### src/rtl/mmu_fault_pkg.sv
package mmu_fault_pkg;
  localparam int unsigned VA_W      = 43;
  localparam int unsigned PAGE_BITS = 13;
  localparam int unsigned REG_W     = 64;
  localparam int unsigned OPC_W     = 6;
  localparam int unsigned RA_W      = 5;
  localparam int unsigned FLG_W     = 6;
  localparam int unsigned PTE_SHIFT = 3;
  localparam int unsigned RD_AW     = 3;

  typedef enum logic [RD_AW-1:0] {
    RD_FVA   = 3'd0,
    RD_STAT  = 3'd1,
    RD_DFORM = 3'd2,
    RD_ITAG  = 3'd3,
    RD_IFORM = 3'd4,
    RD_DPTB  = 3'd5,
    RD_IPTB  = 3'd6,
    RD_NONE  = 3'd7
  } rd_sel_e;
endpackage

### src/rtl/mmu_ptb_regs.sv
module mmu_ptb_regs #(
  parameter int unsigned REG_W   = 64,
  parameter int unsigned N_SIDES = 2
) (
  input  logic                     clk_i,
  input  logic                     rst_ni,
  input  logic                     we_i,
  input  logic                     sel_i,
  input  logic [REG_W-1:0]         wdata_i,
  output logic [N_SIDES*REG_W-1:0] ptb_o
);
  for (genvar s = 0; s < N_SIDES; s++) begin : g_side
    logic [REG_W-1:0] ptb_q;
    always_ff @(posedge clk_i or negedge rst_ni) begin
      if (!rst_ni)                       ptb_q <= '0;
      else if (we_i && (sel_i == s[0]))  ptb_q <= wdata_i;
    end
    assign ptb_o[s*REG_W +: REG_W] = ptb_q;
  end
endmodule

### src/rtl/mmu_dside_capture.sv
module mmu_dside_capture #(
  parameter int unsigned VA_W      = 43,
  parameter int unsigned PAGE_BITS = 13,
  parameter int unsigned REG_W     = 64,
  parameter int unsigned OPC_W     = 6,
  parameter int unsigned RA_W      = 5,
  parameter int unsigned FLG_W     = 6,
  parameter int unsigned PTE_SHIFT = 3
) (
  input  logic             clk_i,
  input  logic             rst_ni,
  input  logic             fault_i,
  input  logic [VA_W-1:0]  va_i,
  input  logic [OPC_W-1:0] opc_i,
  input  logic [RA_W-1:0]  ra_i,
  input  logic [FLG_W-1:0] flags_i,
  input  logic             ptefetch_i,
  input  logic             prefetch_i,
  input  logic [REG_W-1:0] ptb_i,
  output logic [REG_W-1:0] fva_o,
  output logic [REG_W-1:0] stat_o,
  output logic [REG_W-1:0] form_o
);
  localparam int unsigned VPN_W  = VA_W - PAGE_BITS;
  localparam int unsigned STAT_W = OPC_W + RA_W + FLG_W;

  logic             capture;
  logic [REG_W-1:0] vpn_ext;

  // page-table fetches and prefetches must not disturb the handler's view
  assign capture = fault_i && !ptefetch_i && !prefetch_i;
  assign vpn_ext = {{(REG_W-VPN_W){1'b0}}, va_i[VA_W-1:PAGE_BITS]} << PTE_SHIFT;

  always_ff @(posedge clk_i or negedge rst_ni) begin
    if (!rst_ni) begin
      fva_o  <= '0;
      stat_o <= '0;
      form_o <= '0;
    end else if (capture) begin
      fva_o  <= {{(REG_W-VA_W){1'b0}}, va_i};
      stat_o <= {{(REG_W-STAT_W){1'b0}}, opc_i, ra_i, flags_i};
      form_o <= ptb_i | vpn_ext;
    end
  end
endmodule

### src/rtl/mmu_iside_capture.sv
module mmu_iside_capture #(
  parameter int unsigned VA_W      = 43,
  parameter int unsigned PAGE_BITS = 13,
  parameter int unsigned REG_W     = 64,
  parameter int unsigned PTE_SHIFT = 3
) (
  input  logic             clk_i,
  input  logic             rst_ni,
  input  logic             fault_i,
  input  logic [VA_W-1:0]  pc_i,
  input  logic [REG_W-1:0] ptb_i,
  output logic [REG_W-1:0] tag_o,
  output logic [REG_W-1:0] form_o
);
  localparam int unsigned VPN_W = VA_W - PAGE_BITS;

  logic [REG_W-1:0] vpn_ext;
  assign vpn_ext = {{(REG_W-VPN_W){1'b0}}, pc_i[VA_W-1:PAGE_BITS]} << PTE_SHIFT;

  always_ff @(posedge clk_i or negedge rst_ni) begin
    if (!rst_ni) begin
      tag_o  <= '0;
      form_o <= '0;
    end else if (fault_i) begin
      tag_o  <= {{(REG_W-VA_W){1'b0}}, pc_i};
      form_o <= ptb_i | vpn_ext;
    end
  end
endmodule

### src/rtl/mmu_fault_rdmux.sv
module mmu_fault_rdmux
  import mmu_fault_pkg::*;
#(
  parameter int unsigned REG_W = 64
) (
  input  logic [RD_AW-1:0] addr_i,
  input  logic [REG_W-1:0] fva_i,
  input  logic [REG_W-1:0] stat_i,
  input  logic [REG_W-1:0] dform_i,
  input  logic [REG_W-1:0] itag_i,
  input  logic [REG_W-1:0] iform_i,
  input  logic [REG_W-1:0] dptb_i,
  input  logic [REG_W-1:0] iptb_i,
  output logic [REG_W-1:0] data_o
);
  always_comb begin
    unique case (rd_sel_e'(addr_i))
      RD_FVA:   data_o = fva_i;
      RD_STAT:  data_o = stat_i;
      RD_DFORM: data_o = dform_i;
      RD_ITAG:  data_o = itag_i;
      RD_IFORM: data_o = iform_i;
      RD_DPTB:  data_o = dptb_i;
      RD_IPTB:  data_o = iptb_i;
      default:  data_o = '0;
    endcase
  end
endmodule

### src/rtl/mmu_fault_capture.sv
module mmu_fault_capture
  import mmu_fault_pkg::*;
(
  input  logic             clk_i,
  input  logic             rst_ni,
  input  logic             dfault_i,
  input  logic [VA_W-1:0]  dfault_va_i,
  input  logic [OPC_W-1:0] dfault_opc_i,
  input  logic [RA_W-1:0]  dfault_ra_i,
  input  logic [FLG_W-1:0] dfault_flags_i,
  input  logic             dfault_ptefetch_i,
  input  logic             dfault_prefetch_i,
  input  logic             ifault_i,
  input  logic [VA_W-1:0]  ifault_pc_i,
  input  logic             ptb_we_i,
  input  logic             ptb_sel_i,
  input  logic [REG_W-1:0] ptb_wdata_i,
  input  logic [RD_AW-1:0] rd_addr_i,
  output logic [REG_W-1:0] rd_data_o
);
  logic [2*REG_W-1:0] ptb_all;
  logic [REG_W-1:0]   dptb_q, iptb_q;
  logic [REG_W-1:0]   fva_q, stat_q, dform_q, itag_q, iform_q;

  mmu_ptb_regs #(.REG_W(REG_W), .N_SIDES(2)) i_ptb (
    .clk_i   (clk_i),
    .rst_ni  (rst_ni),
    .we_i    (ptb_we_i),
    .sel_i   (ptb_sel_i),
    .wdata_i (ptb_wdata_i),
    .ptb_o   (ptb_all)
  );
  assign dptb_q = ptb_all[0 +: REG_W];
  assign iptb_q = ptb_all[REG_W +: REG_W];

  mmu_dside_capture #(
    .VA_W(VA_W), .PAGE_BITS(PAGE_BITS), .REG_W(REG_W), .OPC_W(OPC_W),
    .RA_W(RA_W), .FLG_W(FLG_W), .PTE_SHIFT(PTE_SHIFT)
  ) i_dside (
    .clk_i      (clk_i),
    .rst_ni     (rst_ni),
    .fault_i    (dfault_i),
    .va_i       (dfault_va_i),
    .opc_i      (dfault_opc_i),
    .ra_i       (dfault_ra_i),
    .flags_i    (dfault_flags_i),
    .ptefetch_i (dfault_ptefetch_i),
    .prefetch_i (dfault_prefetch_i),
    .ptb_i      (dptb_q),
    .fva_o      (fva_q),
    .stat_o     (stat_q),
    .form_o     (dform_q)
  );

  mmu_iside_capture #(
    .VA_W(VA_W), .PAGE_BITS(PAGE_BITS), .REG_W(REG_W), .PTE_SHIFT(PTE_SHIFT)
  ) i_iside (
    .clk_i   (clk_i),
    .rst_ni  (rst_ni),
    .fault_i (ifault_i),
    .pc_i    (ifault_pc_i),
    .ptb_i   (iptb_q),
    .tag_o   (itag_q),
    .form_o  (iform_q)
  );

  mmu_fault_rdmux #(.REG_W(REG_W)) i_rdmux (
    .addr_i  (rd_addr_i),
    .fva_i   (fva_q),
    .stat_i  (stat_q),
    .dform_i (dform_q),
    .itag_i  (itag_q),
    .iform_i (iform_q),
    .dptb_i  (dptb_q),
    .iptb_i  (iptb_q),
    .data_o  (rd_data_o)
  );
endmodule

### config.mk
export PLATFORM = sky130hd
export DESIGN_NAME = mmu_fault_capture
export DESIGN_NICKNAME = d
export VERILOG_FILES = /design/src/rtl/mmu_fault_pkg.sv /design/src/rtl/mmu_ptb_regs.sv /design/src/rtl/mmu_dside_capture.sv /design/src/rtl/mmu_iside_capture.sv /design/src/rtl/mmu_fault_rdmux.sv /design/src/rtl/mmu_fault_capture.sv
export SDC_FILE = /design/constraint.sdc
export NUM_CORES = 1
export LEC_CHECK = 0
export BUFFER_PORTS_ARGS = -buffer_cell sky130_fd_sc_hd__buf_2
export CAP_MARGIN = 10
export CORE_ASPECT_RATIO = 1.75
export CORE_MARGIN = 1
export CORE_UTILIZATION = 50
export CTS_BUF_LIST = sky130_fd_sc_hd__clkbuf_8
export CTS_CLUSTER_SIZE = 14
export DETAILED_ROUTE_END_ITERATION = 6
export GPL_ROUTABILITY_DRIVEN = 0
export PLACE_DENSITY = 0.77
export SYNTH_ARGS = -nofsm -noshare
export SYNTH_HDL_FRONTEND = slang
export SYNTH_HIERARCHICAL = 1
export SYNTH_SLANG_ARGS = --single-unit
### constraint.sdc
create_clock -name clk_i -period 3.42 [get_ports clk_i]
set_input_delay 0.342 -clock clk_i [delete_from_list [all_inputs] [get_ports clk_i]]
set_output_delay 0.342 -clock clk_i [all_outputs]
set_load 0.02 [all_outputs]
==> impl_metrics.toml, run 1 <==
[global_route]
overflow = 0
grt_antenna_before_repair = 7
grt_pass1_vias = 14527
grt_pass1_wl_mm = 80.9
grt_use_total = 0.271
grt_max_degree = 117

[die]
rows = 94
initial_utilization = 0.510
die_w_um = 150
ios = 242
die_height_um = 262
fp.dieArea_um2 = 39300
core_area_um2 = 37800

[worst_setup_path]
path_cells = "buf_6, buf_12, mux2_1, a32oi_1, o211ai_1, buf_2"
cp_num_buf_inv = 3
cpPeakStageDelay_ns = 0.40
arrival_ns = 2.13
critPathTopFamily = "buffers and inverters"
start_kind = "primary input"
endpoint_kind = "output pin"
cpMaxStageDelayCell = "buf_6"
cp_data_required_time_ns = 3.08
crit_path_max_fanout = 61
critPathKind = "in -> out"

[power_and_ir_drop]
irDropWorstVdd_v = 0.000359
power_leakage_nw = 10.6
power_density_nw_per_um2 = 513

[final_layout]
fin_nets = 2039
layoutNonFillerInstCount = 2391
drive_gt1_frac = 0.379
fin_util = 0.604
fillers = 2803
post-route-cell-area_um2 = 22800
syn_to_final_growth_pct = 18.6

[cts]
numCtsBuffers = 55
root_buffer = "clkbuf_8"
clk_path_buf_depth = 3
clkLatencyLatePin_ns = 0.61
cts_tree = "yes"
htreeDepth = 2
clock_sinks = 359
cts-resized-gates = 0
clkTransAtPathRegs_ns = 0.06

[timing]
tns_ns = 0
drv_slew = 0
slew_headroom = 0.377
finalCriticalPeriod_ns = 2.48
finalCritPeriodShare = 0.724
hold_violations = 0
rsz0062_at_grt = "false"
setup_viol = 0
finalClockSkew_ns = 0.0196
fmax_ghz = 0.404
worst_slew_pin_slew_ns = 0.934

[logic_synthesis]
synth_edf_count = 0
avgSynthCellArea_um2 = 12.9
ys.flop_type = "dfrtp_1"
syn-cell-area_um2 = 19200
yosysWarnings = 6
ys_seq_area_frac = 0.467
postSynth.asyncResetShare = 1.00
ys_types = 34
synth_cells = 1491
yosys_register_bits = 359

[placement]
dpl_cell_area_um2 = 20200
port_buffers = 241
post-place-cells = 2137
hpwl_mm = 32.8

[detailed_routing]
first_pass_iters = 5
vias_per_cell = 5.56
drc = 0
routed_wl_mm = 52.6
drtIter0Drc = 663
ant_nets = 0
num_vias = 13302
wl_per_cell_um = 22.0

[run_status]
status = "completed"

[run]
cap_violations = 0

[hold_path]
hold_class = "in -> reg"
-- where the power goes --
group | internal [mW] | leakage [nW] | switching [mW]
logic | 1.40 | 5.81 | 1.19
registers | 4.97 | 4.14 | 0.496
clock network | 1.91 | 0.654 | 1.74
-- per-stage QoR --
stage	hold slack [ns]	power, mW	setup WS (ns)
floorplan	0.0464	7.22	1.71
global placement	0.483	7.82	0.989
detailed placement	0.485	7.93	0.957
CTS	0.0000386	11.7	0.939
global route	0.00703	12.2	0.861
finish	0.0415	11.7	0.943
-- registers in the layout, summed over array words and instances (netlist names) --
name	flops
i_dside/form_o	64
i_dside/fva_o	43
i_dside/stat_o	17
i_iside/form_o	64
i_iside/tag_o	43
i_ptb/g_side.ptb_q	128
-- cells by family (layout without fill, tap and decap cells) --
group,after synthesis,count (layout),synth area share
compound gates,172,172,0.0675
mux,506,506,0.319
buf+inv,229,554,0.0903
simple gates,223,223,0.0558
flops,359,359,0.467
other cells,2,97,0.000390
-- what timing repair did --
item	in CTS	in global routing
hold buffers	147	0
buffers inserted	0	0
endpoints found under the hold margin	317	0
-- cell usage after synthesis (2+ instances only) --
library cell,n,area share
dfrtp_1,359,0.47
inv_1,30,0.0059
mux2_2,193,0.11
nand2_1,49,0.0096
mux2_1,7,0.0041
conb_1,2,0.00039
nand3b_1,15,0.0059
buf_4,109,0.043
buf_12,10,0.010
a21oi_1,30,0.0078
nand3_1,48,0.012
clkbuf_1,9,0.0018
nand4b_1,15,0.0068
nor2_1,90,0.018
a32oi_1,15,0.0068
o211ai_1,15,0.0059
o221ai_1,47,0.021
o21a_1,63,0.025
buf_2,38,0.0099
mux2i_1,142,0.074
mux2_4,163,0.13
clkbuf_8,6,0.0043
buf_6,25,0.015
-- per-layer routing --
metal	vias up	part of all wire	track usage
li1	5927	-	-
met1	6748	0.38	0.303
met2	467	0.52	0.482
met3	160	0.049	0.0443
met4	0	0.051	0.153
met5	-	0	0
-- cells in the final DEF (no fill, tap or decap) --
| cell type | count |
|---|---|
| inv_1 | 49 |
| diode_2 | 8 |
| o22ai_1 | 1 |
| conb_1 | 89 |
| dfrtp_1 | 359 |
| nand3b_1 | 15 |
| mux2_4 | 163 |
| buf_6 | 2 |
| nand3_1 | 48 |
| nand4b_1 | 15 |
| buf_2 | 236 |
| nand2_4 | 1 |
| buf_8 | 1 |
| a21oi_1 | 30 |
| o21a_1 | 63 |
| dlygate4sd3_1 | 147 |
| clkbuf_8 | 71 |
| buf_12 | 11 |
| a32oi_1 | 15 |
| o221ai_1 | 47 |
| clkinv_2 | 8 |
| mux4_2 | 1 |
| o221ai_2 | 1 |
| and2b_1 | 1 |
| bufinv_16 | 1 |
| mux2_1 | 7 |
| mux2i_1 | 142 |
| nor2_1 | 90 |
| nand2b_4 | 1 |
| buf_4 | 27 |
| nand2_1 | 49 |
| nor2b_4 | 2 |
| clkinv_4 | 1 |
| o211ai_1 | 15 |
| mux2_2 | 193 |
| nor3b_4 | 1 |
-- final cells by class --
type	instances	area, um^2	area share
Timing Repair Buffer	425	3130	0.137
Sequential cell	359	8980	0.394
Clock inverter	29	150	0.00658
Antenna cell	8	20.0	0.000877
Multi-Input combinational cell	990	8860	0.388
Tap cell	480	601	0.0263
Clock buffer	70	963	0.0422
Inverter	30	113	0.00493
-- path summary, 6_finish.rpt --
check	slack [ns]	cells after the start	endpoint	from
hold reg to reg	0.51	1	i_iside/form_o[34]	i_iside/form_o[34]
max in group asynchronous	2.00	3	i_dside/form_o[43]	rst_ni
min in group asynchronous	0.40	2	i_dside/fva_o[9]	rst_ni
hold / removal	0.04	2	i_iside/tag_o[30]	ifault_pc_i[30]
setup / recovery	0.94	6	rd_data_o[40]	rd_addr_i[0]
setup reg to reg	2.57	1	i_dside/fva_o[38]	i_dside/fva_o[38]
No activity file was read; power rests on OpenSTA's default activity.
==> run 2: changes to the inputs <==
==> constraint.sdc (replaced) <==
create_clock -name clk_i -period 2.3 [get_ports clk_i]
set_input_delay 0.23 -clock clk_i [delete_from_list [all_inputs] [get_ports clk_i]]
set_output_delay 0.23 -clock clk_i [all_outputs]
set_load 0.02 [all_outputs]
==> run 2 against run 1 <==
Final cell count increased by 1.7%. Via count grew 2.5%. Sequential cell count is the same. Worst setup slack got worse by 0.75 ns. Critical path depth is 3 lower. Sequential share of layout area is 0.95 points lower. Non-clock buffer count up 42. Sequential power grew 49%. Largest cell class unchanged.
==> impl_metrics.toml, run 2 (synthesis results as in run 1) <==
[final_layout]
multi_input_area_um2 = 8860
regMostFlops = "i_ptb/g_side.ptb_q"
syn_to_final_growth_pct = 21.5
top_regs = "i_ptb/g_side.ptb_q (128), i_dside/form_o (64), i_iside/form_o (64)"
fillers = 2769
mostFrequentLayoutCells = "dfrtp_1 (359), buf_2 (236), mux2_2 (193)"
seq_area_um2 = 8980
fin_nets = 2081
final_common_cell = "dfrtp_1"
drive_gt1_frac = 0.383
largest_reg_flops = 128

[cts]
clk_path_buf_depth = 3
clkLatencyLatePin_ns = 0.60
clock_sinks = 359
numCtsBuffers = 55
cts_tree = "yes"
htreeDepth = 2
post-cts-setup-buffers = 0
clkTransAtPathRegs_ns = 0.07
root_buffer = "clkbuf_8"

[timing]
finalCriticalPeriod_ns = 2.11
fmax_ghz = 0.474
hold_violations = 0
tns_ns = 0
slew_headroom = 0.471
rsz0062_at_grt = "false"
finalClockSkew_ns = 0.0114
finalCritPeriodShare = 0.917
drv_slew = 0
hold_slack_ns = 0.170
worst_slew_pin_slew_ns = 0.793
setup_viol = 0

[power_and_ir_drop]
irDropWorstVdd_v = 0.000523
power_density_nw_per_um2 = 752
power_mw = 17.6
power_leakage_nw = 10.8

[detailed_routing]
drtIter0Drc = 737
vias_per_cell = 5.61
wl_per_cell_um = 22.2
ant_nets = 0
routed_wl_mm = 54.0
num_vias = 13634
first_pass_iters = 5
drc = 0

[die]
fp.dieArea_um2 = 39300
initial_utilization = 0.510
ios = 242
core_area_um2 = 37800
die_height_um = 262
rows = 94
die_w_um = 150

[worst_setup_path]
critPathKind = "reg -> out"
start_kind = "flop"
cp_data_required_time_ns = 2.07
arrival_ns = 1.88
cpPeakStageDelay_ns = 0.46
path_cells = "mux4_2, mux2_2, buf_2"
cpMaxStageDelayCell = "mux4_2"
endpoint_kind = "output pin"
crit_path_max_fanout = 2
r2r_setup_slack_ns = 1.41

[placement]
hpwl_mm = 33.4
port_buffers = 241

[global_route]
grt_use_total = 0.278
grt_antenna_before_repair = 8
grt_max_degree = 89
grt_pass1_vias = 14857
overflow = 0
grt_pass1_wl_mm = 83.2

[run_status]
status = "completed"

[hold_path]
hold_class = "in -> reg"

[run]
cap_violations = 0
## run 2: cell types whose count changed in the layout (fill, tap and decap cells not counted)
cell / before / now
buf_12: 11 / 25
buf_4: 27 / 34
clkbuf_8: 71 / 74
clkinv_4: 1 / 0
clkinvlp_4: 0 / 1
diode_2: 8 / 9
dlygate4sd3_1: 147 / 168
inv_1: 49 / 44
## run 2: area by class of cell
cell class                 count  area share
sequential                   359       0.384
inverter                      30     0.00482
clock inverter                24     0.00556
multi-input combinational    990       0.379
tap                          480      0.0257
antenna                        9    0.000963
timing repair buffer         467       0.157
clock buffer                  73      0.0430
## run 2: per-stage QoR
stage | util | setup slack [ns] | cell area, um^2 | std cells
4_1_cts | 0.619 | 0.148 | 23400 | 2423
6_report | 0.619 | 0.191 | 23400 | 2432
2_1_floorplan | - | 0.811 | 19600 | 1578
3_5_place_dp | 0.544 | 0.380 | 20500 | 2158
3_3_place_gp | 0.544 | 0.350 | 20500 | 2158
5_1_grt | 0.619 | 0.110 | 23400 | 2431
## run 2: path summary, 6_finish.rpt
path                               startpoint                  to  cells after the start
max in group asynchronous              rst_ni  i_iside/form_o[22]                      3
setup / recovery           i_dside/form_o[49]       rd_data_o[49]                      3
hold / removal                       ifault_i  i_iside/form_o[46]                      2
hold reg to reg             i_dside/stat_o[2]   i_dside/stat_o[2]                      1
min in group asynchronous              rst_ni   i_dside/form_o[9]                      2
setup reg to reg            i_iside/tag_o[38]   i_iside/tag_o[38]                      1
## run 2: what timing repair did
action	in CTS	in global routing
endpoints found under the hold margin	360	0
resized for setup	0	0
hold buffers	168	0
## run 2: worst max-delay path, delay by kind of cell (launching register included)
family | cells | cell delay [ns]
multiplexers | 2 | 0.74
flip-flops | 1 | 0.38
buffers and inverters | 1 | 0.16
## run 2: routing by layer
metal  vias up  part of all wire  global-route usage
met5         -                 0                   0
met4         0             0.062               0.182
met3       182             0.051              0.0441
met2       539              0.52               0.485
met1      6917              0.37               0.311
li1       5996                 -                   -
## run 2: power by group
group	total (mW)	internal, mW	switching [mW]
Sequential	8.15	7.38	0.764
Combinational	3.95	2.16	1.79
Clock	5.50	2.93	2.56
